==> src/rtl/xmem_pkg.sv <==
package xmem_pkg;

    typedef enum logic [1:0] {
        MODE_INTERNAL     = 2'b00,
        MODE_SPLIT_FLAT   = 2'b01,
        MODE_SPLIT_BANKED = 2'b10,
        MODE_EXTERNAL     = 2'b11
    } xmem_mode_e;

    typedef enum logic [2:0] {
        ST_IDLE,
        ST_LOCAL,
        ST_ADDR,
        ST_AHOLD,
        ST_STROBE,
        ST_DHOLD
    } xmem_state_e;

endpackage

==> src/rtl/xmem_route.sv <==
module xmem_route
    import xmem_pkg::*;
#(
    parameter int AW        = 16,
    parameter int RAM_BYTES = 2048,
    localparam int RAM_AW   = $clog2(RAM_BYTES)
) (
    input  logic [1:0]        mode,
    input  logic [AW-1:0]     addr,
    output logic              is_ext,
    output logic              hi_drive,
    output logic [RAM_AW-1:0] local_addr
);

    logic above;

    always_comb begin
        above      = (int'(addr) >= RAM_BYTES);
        local_addr = addr[RAM_AW-1:0];
        is_ext     = 1'b0;
        hi_drive   = 1'b0;
        unique case (xmem_mode_e'(mode))
            MODE_INTERNAL: begin
                is_ext   = 1'b0;
                hi_drive = 1'b0;
            end
            MODE_SPLIT_FLAT: begin
                is_ext   = above;
                hi_drive = 1'b0;
            end
            MODE_SPLIT_BANKED: begin
                is_ext   = above;
                hi_drive = 1'b1;
            end
            MODE_EXTERNAL: begin
                is_ext   = 1'b1;
                hi_drive = 1'b1;
            end
            default: begin
                is_ext   = 1'b0;
                hi_drive = 1'b0;
            end
        endcase
    end

endmodule

==> src/rtl/xmem_seq.sv <==
module xmem_seq
    import xmem_pkg::*;
#(
    parameter int CW = 4
) (
    input  logic          clk,
    input  logic          rst_n,
    input  logic          req_valid,
    input  logic          is_ext,
    input  logic [CW-1:0] addr_clks,
    input  logic [CW-1:0] strb_clks,
    output xmem_state_e   state,
    output logic          accept,
    output logic          busy,
    output logic          last_strobe,
    output logic          done
);

    xmem_state_e   nxt;
    logic [CW-1:0] cnt, cnt_nxt;
    logic [CW-1:0] a_len, s_len;

    assign a_len = (addr_clks == '0) ? CW'(1) : addr_clks;
    assign s_len = (strb_clks == '0) ? CW'(1) : strb_clks;

    always_ff @(posedge clk or negedge rst_n) begin
        if (!rst_n) begin
            state <= ST_IDLE;
            cnt   <= '0;
        end else begin
            state <= nxt;
            cnt   <= cnt_nxt;
        end
    end

    always_comb begin
        nxt     = state;
        cnt_nxt = cnt;
        unique case (state)
            ST_IDLE: begin
                if (req_valid) begin
                    if (is_ext) begin
                        nxt     = ST_ADDR;
                        cnt_nxt = a_len - CW'(1);
                    end else begin
                        nxt = ST_LOCAL;
                    end
                end
            end
            ST_LOCAL:  nxt = ST_IDLE;
            ST_ADDR: begin
                if (cnt == '0) nxt = ST_AHOLD;
                else           cnt_nxt = cnt - CW'(1);
            end
            ST_AHOLD: begin
                nxt     = ST_STROBE;
                cnt_nxt = s_len - CW'(1);
            end
            ST_STROBE: begin
                if (cnt == '0) nxt = ST_DHOLD;
                else           cnt_nxt = cnt - CW'(1);
            end
            ST_DHOLD:  nxt = ST_IDLE;
            default:   nxt = ST_IDLE;
        endcase
    end

    always_comb begin
        accept      = (state == ST_IDLE) && req_valid;
        busy        = (state == ST_ADDR) || (state == ST_AHOLD) ||
                      (state == ST_STROBE) || (state == ST_DHOLD);
        last_strobe = (state == ST_STROBE) && (cnt == '0);
        done        = (state == ST_LOCAL) || (state == ST_DHOLD);
    end

    assert_done_pulse_R9: assert property (@(posedge clk) disable iff (!rst_n)
        done |=> !done);

    assert_strobe_after_hold_R2: assert property (@(posedge clk) disable iff (!rst_n)
        (state == ST_STROBE) |-> ($past(state) == ST_AHOLD || $past(state) == ST_STROBE));

endmodule

==> src/rtl/xmem_pins.sv <==
module xmem_pins
    import xmem_pkg::*;
#(
    parameter int DW = 8,
    parameter int HW = 8
) (
    input  logic              clk,
    input  logic              rst_n,
    input  xmem_state_e       state,
    input  logic              wr,
    input  logic              hi_drive,
    input  logic [DW-1:0]     lo_addr,
    input  logic [HW-1:0]     hi_addr,
    input  logic [DW-1:0]     wdata,
    input  logic              latch_ale,
    input  logic              latch_rd_n,
    input  logic              latch_wr_n,
    input  logic [DW-1:0]     latch_ad,
    input  logic [HW-1:0]     latch_ah,
    output logic              pad_ale,
    output logic              pad_rd_n,
    output logic              pad_wr_n,
    output logic [DW-1:0]     pad_ad_o,
    output logic [DW-1:0]     pad_ad_oe,
    output logic [HW-1:0]     pad_ah_o,
    output logic [HW-1:0]     pad_ah_oe
);

    logic owned;

    always_comb begin
        owned     = 1'b1;
        pad_ale   = 1'b0;
        pad_rd_n  = 1'b1;
        pad_wr_n  = 1'b1;
        pad_ad_o  = lo_addr;
        pad_ad_oe = '1;
        unique case (state)
            ST_ADDR: begin
                pad_ale = 1'b1;
            end
            ST_AHOLD: begin
                pad_ale = 1'b0;
            end
            ST_STROBE: begin
                pad_rd_n  = wr;
                pad_wr_n  = !wr;
                pad_ad_o  = wdata;
                pad_ad_oe = wr ? '1 : '0;
            end
            ST_DHOLD: begin
                pad_ad_o  = wdata;
                pad_ad_oe = wr ? '1 : '0;
            end
            default: begin
                owned     = 1'b0;
                pad_ale   = latch_ale;
                pad_rd_n  = latch_rd_n;
                pad_wr_n  = latch_wr_n;
                pad_ad_o  = latch_ad;
                pad_ad_oe = '1;
            end
        endcase
        pad_ah_o  = (owned && hi_drive) ? hi_addr : latch_ah;
        pad_ah_oe = '1;
    end

    assert_strobe_excl_R3: assert property (@(posedge clk) disable iff (!rst_n)
        (state inside {ST_ADDR, ST_AHOLD, ST_STROBE, ST_DHOLD}) |-> (pad_rd_n || pad_wr_n));

    assert_read_release_R5: assert property (@(posedge clk) disable iff (!rst_n)
        ((state inside {ST_STROBE, ST_DHOLD}) && !pad_rd_n) |-> (pad_ad_oe == '0));

    assert_idle_park_R4: assert property (@(posedge clk) disable iff (!rst_n)
        (state inside {ST_IDLE, ST_LOCAL}) |->
            (pad_ad_o == latch_ad && pad_ah_o == latch_ah && pad_ale == latch_ale &&
             pad_ad_oe == '1));

endmodule

==> src/rtl/xmem_bus_if.sv <==
module xmem_bus_if
    import xmem_pkg::*;
#(
    parameter int AW        = 16,
    parameter int DW        = 8,
    parameter int CW        = 4,
    parameter int RAM_BYTES = 2048,
    localparam int RAM_AW   = $clog2(RAM_BYTES),
    localparam int HW       = AW - DW,
    localparam int NPIN     = 3 + DW + HW
) (
    input  logic              clk,
    input  logic              rst_n,
    input  logic [1:0]        cfg_mode,
    input  logic [CW-1:0]     cfg_addr_clks,
    input  logic [CW-1:0]     cfg_strb_clks,
    input  logic              req_valid,
    input  logic              req_write,
    input  logic [AW-1:0]     req_addr,
    input  logic [DW-1:0]     req_wdata,
    output logic              req_done,
    output logic [DW-1:0]     req_rdata,
    output logic              ram_en,
    output logic              ram_we,
    output logic [RAM_AW-1:0] ram_addr,
    output logic [DW-1:0]     ram_wdata,
    input  logic [DW-1:0]     ram_rdata,
    input  logic              latch_ale,
    input  logic              latch_rd_n,
    input  logic              latch_wr_n,
    input  logic [DW-1:0]     latch_ad,
    input  logic [HW-1:0]     latch_ah,
    output logic              pad_ale,
    output logic              pad_rd_n,
    output logic              pad_wr_n,
    output logic [DW-1:0]     pad_ad_o,
    output logic [DW-1:0]     pad_ad_oe,
    input  logic [DW-1:0]     pad_ad_i,
    output logic [HW-1:0]     pad_ah_o,
    output logic [HW-1:0]     pad_ah_oe,
    input  logic [NPIN-1:0]   pad_mode_in,
    output logic [NPIN-1:0]   pad_mode_out
);

    logic              is_ext, hi_drive_now;
    logic [RAM_AW-1:0] local_addr;
    xmem_state_e       state;
    logic              accept, busy, last_strobe, done;

    logic [AW-1:0]     cap_addr;
    logic [DW-1:0]     cap_wdata;
    logic              cap_wr, cap_hi;
    logic [DW-1:0]     rdata_q;

    xmem_route #(.AW(AW), .RAM_BYTES(RAM_BYTES)) u_route (
        .mode       (cfg_mode),
        .addr       (req_addr),
        .is_ext     (is_ext),
        .hi_drive   (hi_drive_now),
        .local_addr (local_addr)
    );

    xmem_seq #(.CW(CW)) u_seq (
        .clk         (clk),
        .rst_n       (rst_n),
        .req_valid   (req_valid),
        .is_ext      (is_ext),
        .addr_clks   (cfg_addr_clks),
        .strb_clks   (cfg_strb_clks),
        .state       (state),
        .accept      (accept),
        .busy        (busy),
        .last_strobe (last_strobe),
        .done        (done)
    );

    always_ff @(posedge clk or negedge rst_n) begin
        if (!rst_n) begin
            cap_addr  <= '0;
            cap_wdata <= '0;
            cap_wr    <= 1'b0;
            cap_hi    <= 1'b0;
            rdata_q   <= '0;
        end else begin
            if (accept && is_ext) begin
                cap_addr  <= req_addr;
                cap_wdata <= req_wdata;
                cap_wr    <= req_write;
                cap_hi    <= hi_drive_now;
            end
            if (last_strobe && !cap_wr) begin
                rdata_q <= pad_ad_i;
            end
        end
    end

    xmem_pins #(.DW(DW), .HW(HW)) u_pins (
        .clk        (clk),
        .rst_n      (rst_n),
        .state      (state),
        .wr         (cap_wr),
        .hi_drive   (cap_hi),
        .lo_addr    (cap_addr[DW-1:0]),
        .hi_addr    (cap_addr[AW-1:DW]),
        .wdata      (cap_wdata),
        .latch_ale  (latch_ale),
        .latch_rd_n (latch_rd_n),
        .latch_wr_n (latch_wr_n),
        .latch_ad   (latch_ad),
        .latch_ah   (latch_ah),
        .pad_ale    (pad_ale),
        .pad_rd_n   (pad_rd_n),
        .pad_wr_n   (pad_wr_n),
        .pad_ad_o   (pad_ad_o),
        .pad_ad_oe  (pad_ad_oe),
        .pad_ah_o   (pad_ah_o),
        .pad_ah_oe  (pad_ah_oe)
    );

    always_comb begin
        ram_en       = accept && !is_ext;
        ram_we       = accept && !is_ext && req_write;
        ram_addr     = local_addr;
        ram_wdata    = req_wdata;
        req_done     = done;
        req_rdata    = (state == ST_LOCAL) ? ram_rdata : rdata_q;
        pad_mode_out = pad_mode_in;
    end

    assert_local_finishes_R10: assert property (@(posedge clk) disable iff (!rst_n)
        ram_en |=> (req_done && !busy));

    assert_pins_idle_on_local_R10: assert property (@(posedge clk) disable iff (!rst_n)
        ram_en |=> (pad_rd_n == latch_rd_n && pad_wr_n == latch_wr_n));

endmodule

==> config.mk <==
export PLATFORM = sky130hd
export DESIGN_NAME = xmem_bus_if
export DESIGN_NICKNAME = d
export VERILOG_FILES = /design/src/rtl/xmem_pkg.sv /design/src/rtl/xmem_route.sv /design/src/rtl/xmem_seq.sv /design/src/rtl/xmem_pins.sv /design/src/rtl/xmem_bus_if.sv
export SDC_FILE = /design/constraint.sdc
export NUM_CORES = 1
export LEC_CHECK = 0
export ABC_AREA = 1
export BUFFER_PORTS_ARGS = -buffer_cell sky130_fd_sc_hd__buf_2
export CAP_MARGIN = 10
export CELL_PAD_IN_SITES_DETAIL_PLACEMENT = 1
export CELL_PAD_IN_SITES_GLOBAL_PLACEMENT = 1
export CORE_ASPECT_RATIO = 1.75
export CORE_UTILIZATION = 28
export DETAILED_ROUTE_END_ITERATION = 10
export GPL_ROUTABILITY_DRIVEN = 0
export PLACE_DENSITY = 0.82
export RECOVER_POWER = 25
export SYNTH_ARGS = -nofsm -noshare
export SYNTH_HDL_FRONTEND = slang
export SYNTH_SLANG_ARGS = --single-unit
==> constraint.sdc <==
create_clock -name clk -period 1.7 [get_ports clk]
set_input_delay 0.085 -clock clk [delete_from_list [all_inputs] [get_ports clk]]
set_output_delay 0.085 -clock clk [all_outputs]
set_load 0.01 [all_outputs]
# Word-level counts from Yosys, hierarchy flattened
# Cells that the tools add are included.
# totals
regBits	41
out_inout_bits	84
# op_classes
n_eq_ne	13
muxes	22
n_reduce_logical	27
addsub	3
n_lt_le_gt_ge	1
# op_table
cell	n
$mux 8	4
$mux 4	5
$ge 16x12->1 const B	1
$pmux 8 s2	1
$logic_not 4->1	3
$pmux 3 s4	1
$pmux 4 s3	1
$reduce_or 2->1	6
$sub 4x1->4 const B	3
$ne 2x2->1 const B	5
$mux 3	3
$pmux 1 s2	4
$logic_and 1x1->1	7
$eq 3x2->1 const B	2
$eq 3x3->1 const B	2
$reduce_or 3->1	2
$eq 2x2->1 const B	2
$reduce_and 4->1	1
$reduce_or 4->1	1
$eq 3x1->1 const B	1
$logic_not 3->1	1
$pmux 1 s3	1
$reduce_and 3->1	1
$reduce_bool 3->1	1
other kinds (6)	7

# Logic depth before layout (Yosys ltp)
# depth
depth_word	6
depth_mapped	10
depth_no_buf	9

# Cells and area by module
# Synthesis repeated with hierarchy kept, for this count alone.
# unflattened
cells_unflattened	435
area_unflattened_um2	3004.1
# modules_own_cells
module	n_inst	area_each_um2	cells_each
xmem_bus_if	1	1734.2	206
xmem_seq	1	583.1	90
xmem_pins	1	520.5	115
xmem_route	1	166.4	24

# Least setup slack after synthesis
# OpenSTA, ideal clock, no wires.
# synth_timing
path_type	register to register
start	reg u_seq.state[2]
end	reg u_seq.cnt[2]
setup_slack_ns	0.124
required_ns	1.572
setup_time_ns	0.128
arrival_time_ns	1.447
n_path_buf	1
synth_period_minus_slack_ns	1.576
path_stages_with_launch	11
path_cell_list	dfrtp_1 clkbuf_2 inv_1 nand3_1 nand2_1 nand2_1 nand3_1 nand2_1 ha_1 xnor2_1 o21ai_0
# synth_via
elab_chain_cells	4
elab_cells_between_ends	11
classes_between	6 x eq/ne; 1 x mux; 4 x reduce/logical
# synth_rtl
element	line_no	text
from (decl)	xmem_seq.sv:12	output xmem_state_e state,
from (signal assigned)	xmem_seq.sv:31	state <= nxt;
$eq 3x2->1 / $eq 3x3->1 (equally long branches)	xmem_seq.sv:39	unique case (state)
$reduce_or 2->1 (no line)	n/a	
$ne 2x2->1 (no line) / $reduce_bool 3->1 (equally long branches)	n/a	
$reduce_and 4->1 (no line)	n/a	
to (signal assigned)	xmem_seq.sv:32	cnt <= cnt_nxt;
to (decl)	xmem_seq.sv:20	logic [CW-1:0] cnt, cnt_nxt;
# Several ways; a longest one is shown, not always the timed one.
# A chain may end at the register's enable or synchronous reset.

# Worst setup path in the final report
# layout_timing
start	reg u_seq.state[1]
end	out pad_ah_o[0]
# layout_via
elab_chain_cells	5
elab_cells_between_ends	8
classes_between	4 x eq/ne; 2 x mux; 2 x reduce/logical
# layout_rtl
element	line_no	text
$eq 3x2->1 / $eq 3x3->1 (equally long branches)	xmem_pins.sv:38	unique case (state)
$reduce_or 4->1 (no line) *	n/a	
$mux 1 *	xmem_pins.sv:38	
$logic_and 1x1->1 *	xmem_pins.sv:64	pad_ah_o = (owned && hi_drive) ? hi_addr : latch_ah;
$mux 8 *	xmem_pins.sv:64	
to (decl)	xmem_bus_if.sv:39	output logic [HW-1:0] pad_ah_o,
# Mark *: on every way between the ends. The rest lies on a longest branch, timed or not.

==> metrics <==
status complete, but fails checks; failing checks negative setup slack; Sw Pwr 2780 µW; Async SR Flop Fraction 100%; Crit Path Class reg -> out; Post-Syn Area 0.00270 mm²; MaxCap Viol Count 0; PD cells 1700 mW/mm²; register area share after synthesis 38.0%; Final nets 574; worst reg2reg path startpoint u_seq.state[0]; aggregate global-route resource usage 17.3%; final WL 8.94 mm; switching portion of total power 42.3%; worst endpoint data arrival time 1.68 ns; first-pass GRT wire length 13.7 mm; Max stage delay on crit path 0.46 ns; htree depth 2; met3 wire length 424 µm; Post-Syn Area per Cell 7.41 µm²; clock slew seen by the registers of the worst setup and hold paths 0.06 ns; DRT iter0 DRCs 87; Die Y 132 µm; CTS Buffer Depth 2; row cnt 47; post-synth top area share 38.0%; total chip power 6570 µW; CTS tree built; Final ANT Viol Nets 0; Max stage delay cell, worst path dfrtp_2; router iterations before antenna repair 6; CP Capture Type output port; Multi-input gate area 0.00137 mm²; initial antenna violation count 0; Setup crit start kind flop; WL per Instance 14.9 µm; top post-synthesis cells by count nand2_1, buf_4, dfrtp_1; worst r2r path cells 9; flop2flop setup slack -0.02 ns; delay-heaviest family, CP simple AND/OR/NAND/NOR gates; clk_skew 0.00382 ns; WL met1 2.82 mm; P_int 3790 µW; fillcell total 1,196; Final HPWL DP 6.39 mm; DR DRC count 0; CORE AREA 0.00941 mm²; endpoints failing setup 18; WL met2 5.34 mm; Cells after Synth 364; leading area contributor after synthesis dfrtp_1; CTS Buf Count 5; max layer used met4; clk_lat worst skew 0.28 ns; Area Growth Syn to Fin 42.8%; Synth area leaders dfrtp_1, nand2_1, buf_4; Inst Count DP 574; Combinational Power Share 56.2%; ys flop type dfrtp_1; Max Freq 0.566 GHz; destination of the worst hold path rdata_q[2]; ratio of cells with drive above 1 in the final layout 45.7%; Reg area 0.00103 mm²; Die Area 0.0101 mm²; Req. time, crit path 1.62 ns; register share of total power 27.1%; Vias 2,714; hold_sp pad_ad_i[2]; fin cells 601; Buf+Inv Stages, Crit Path 1; Overflow after GRT 0; Ant. Diodes 0; Slew Limit Fails 0; Ports 176; Clock Power Share 16.7%; #FFs+latches synth 41; reg-to-reg endpoint cap_addr[11]; initial core utilization 28.7%; EDFF count, synth 0; Unique masters post-synth 25; yosys warns 0; Final period util 104%; RSZ-0062 raised after global routing yes; Pleak 0.00209 µW; Worst IR Drop VDD 0.701 mV; Die Width 76.2 µm; Hold Worst Slack 0.0132 ns; vias in the first global route 2,950; Final Hold Viols 0; hold depth 3; Setup WS post-layout -0.0663 ns; HP Class in -> reg; CTS Sinks 41; largest net degree at the start of global routing 27; crit-path max FO 8; IO Port Bufs 129; via/cell ratio 4.52; cell breakdown of the critical path nor2_4 > nand2_4 > nand3_4 > nand2_8 > mux2_4 > buf_6; leading cell type by number of instances after synthesis nand2_1; Tmin final 1.77 ns; Root Driver clkbuf_16
state kept, by name, indices dropped and copies added, names as in the netlist:
register and count:
cap_wdata 8, cap_hi 1, cap_wr 1, cap_addr 16, u_seq.cnt 4, u_seq.state 3
rdata_q 8
power groups by stage:
stage | Combinational [µW] | Sequential [µW] | Clock, µW
4_1_cts | 3150 | 1760 | 1140
5_1_grt | 4070 | 1830 | 1170
3_5_place_dp | 2740 | 1720 | 0
3_3_place_gp | 2620 | 1690 | 0
6_report | 3690 | 1780 | 1100
2_1_floorplan | 1870 | 1620 | 0
through the flow:
step | area [µm²] | utilization, % | worst slack (ns) | setup TNS, ns
floorplan | 2730 | - | 0.124 | 0
global placement | 3170 | 33.7 | 0.120 | 0
detailed placement | 3170 | 33.7 | -0.00955 | -0.00955
CTS | 3590 | 38.1 | -0.0593 | -0.619
global route | 3850 | 41.0 | -0.152 | -4.60
finish | 3850 | 41.0 | -0.0663 | -0.886
cells in the final DEF (no fill, tap or decap), drive strengths merged, types with 2 or more instances in the layout:
| cell | n |
|---|---|
| nor2 | 23 |
| a22oi | 8 |
| mux2 | 8 |
| buf | 151 |
| o21ai | 17 |
| nor3 | 3 |
| nand2 | 142 |
| conb | 8 |
| nand4 | 2 |
| clkbuf | 15 |
| ha | 4 |
| dfrtp | 41 |
| a21oi | 10 |
| nand3 | 12 |
| inv | 31 |
layer usage:
layer,global-route usage (%),vias to the layer above
met5,0,-
met4,10.0,0
met3,3.32,31
met2,34.3,89
met1,15.7,1290
li1,-,1304
tightest hold or removal path, delay by kind of cell:
kind | cells | cell delay (ns)
buf+inv | 1 | 0.08
compound gates | 1 | 0.06
simple gates | 1 | 0.04
final cells by class:
type / count / share of cell area [%]
Multi-Input combinational cell: 238 / 35.6
Sequential cell: 41 / 26.7
Timing Repair Buffer: 160 / 25.8
Tap cell: 122 / 3.96
Clock buffer: 7 / 3.70
Inverter: 32 / 3.41
Clock inverter: 1 / 0.779
how the worst max path moves through the flow:
stage,from,endpoint,slack (ns),depth (start not counted)
global route,u_seq.state[0],pad_ad_o[0],-0.15,9
detailed placement,u_seq.state[1],u_seq.cnt[2],-0.01,9
CTS,u_seq.state[2],pad_ad_o[3],-0.06,7
global placement,u_seq.state[1],u_seq.cnt[2],0.12,9
floorplan,u_seq.state[2],u_seq.cnt[2],0.12,10
finish,u_seq.state[1],pad_ah_o[0],-0.07,6
cell families after synthesis:
group                      Yosys count  share of synthesized area (%)
other                                1                          0.139
DFF                                 41                           38.0
and+or+nand+nor                    182                           27.5
muxes                                8                           3.34
AOI/OAI and AO/OA                   35                           7.23
xor gates and xnor gates             1                          0.325
adders and majority gates            4                           1.85
buffers and inverters               92                           21.6
timing repair:
item,in CTS,in global routing
setup buffers,7,10
endpoints found under the setup margin,35,75
hold endpoints to repair,13,0
gates cloned,0,1
pin swaps,6,13
hold buffers,1,0
resized for setup,41,51
No activity file was read; power rests on OpenSTA's default activity.
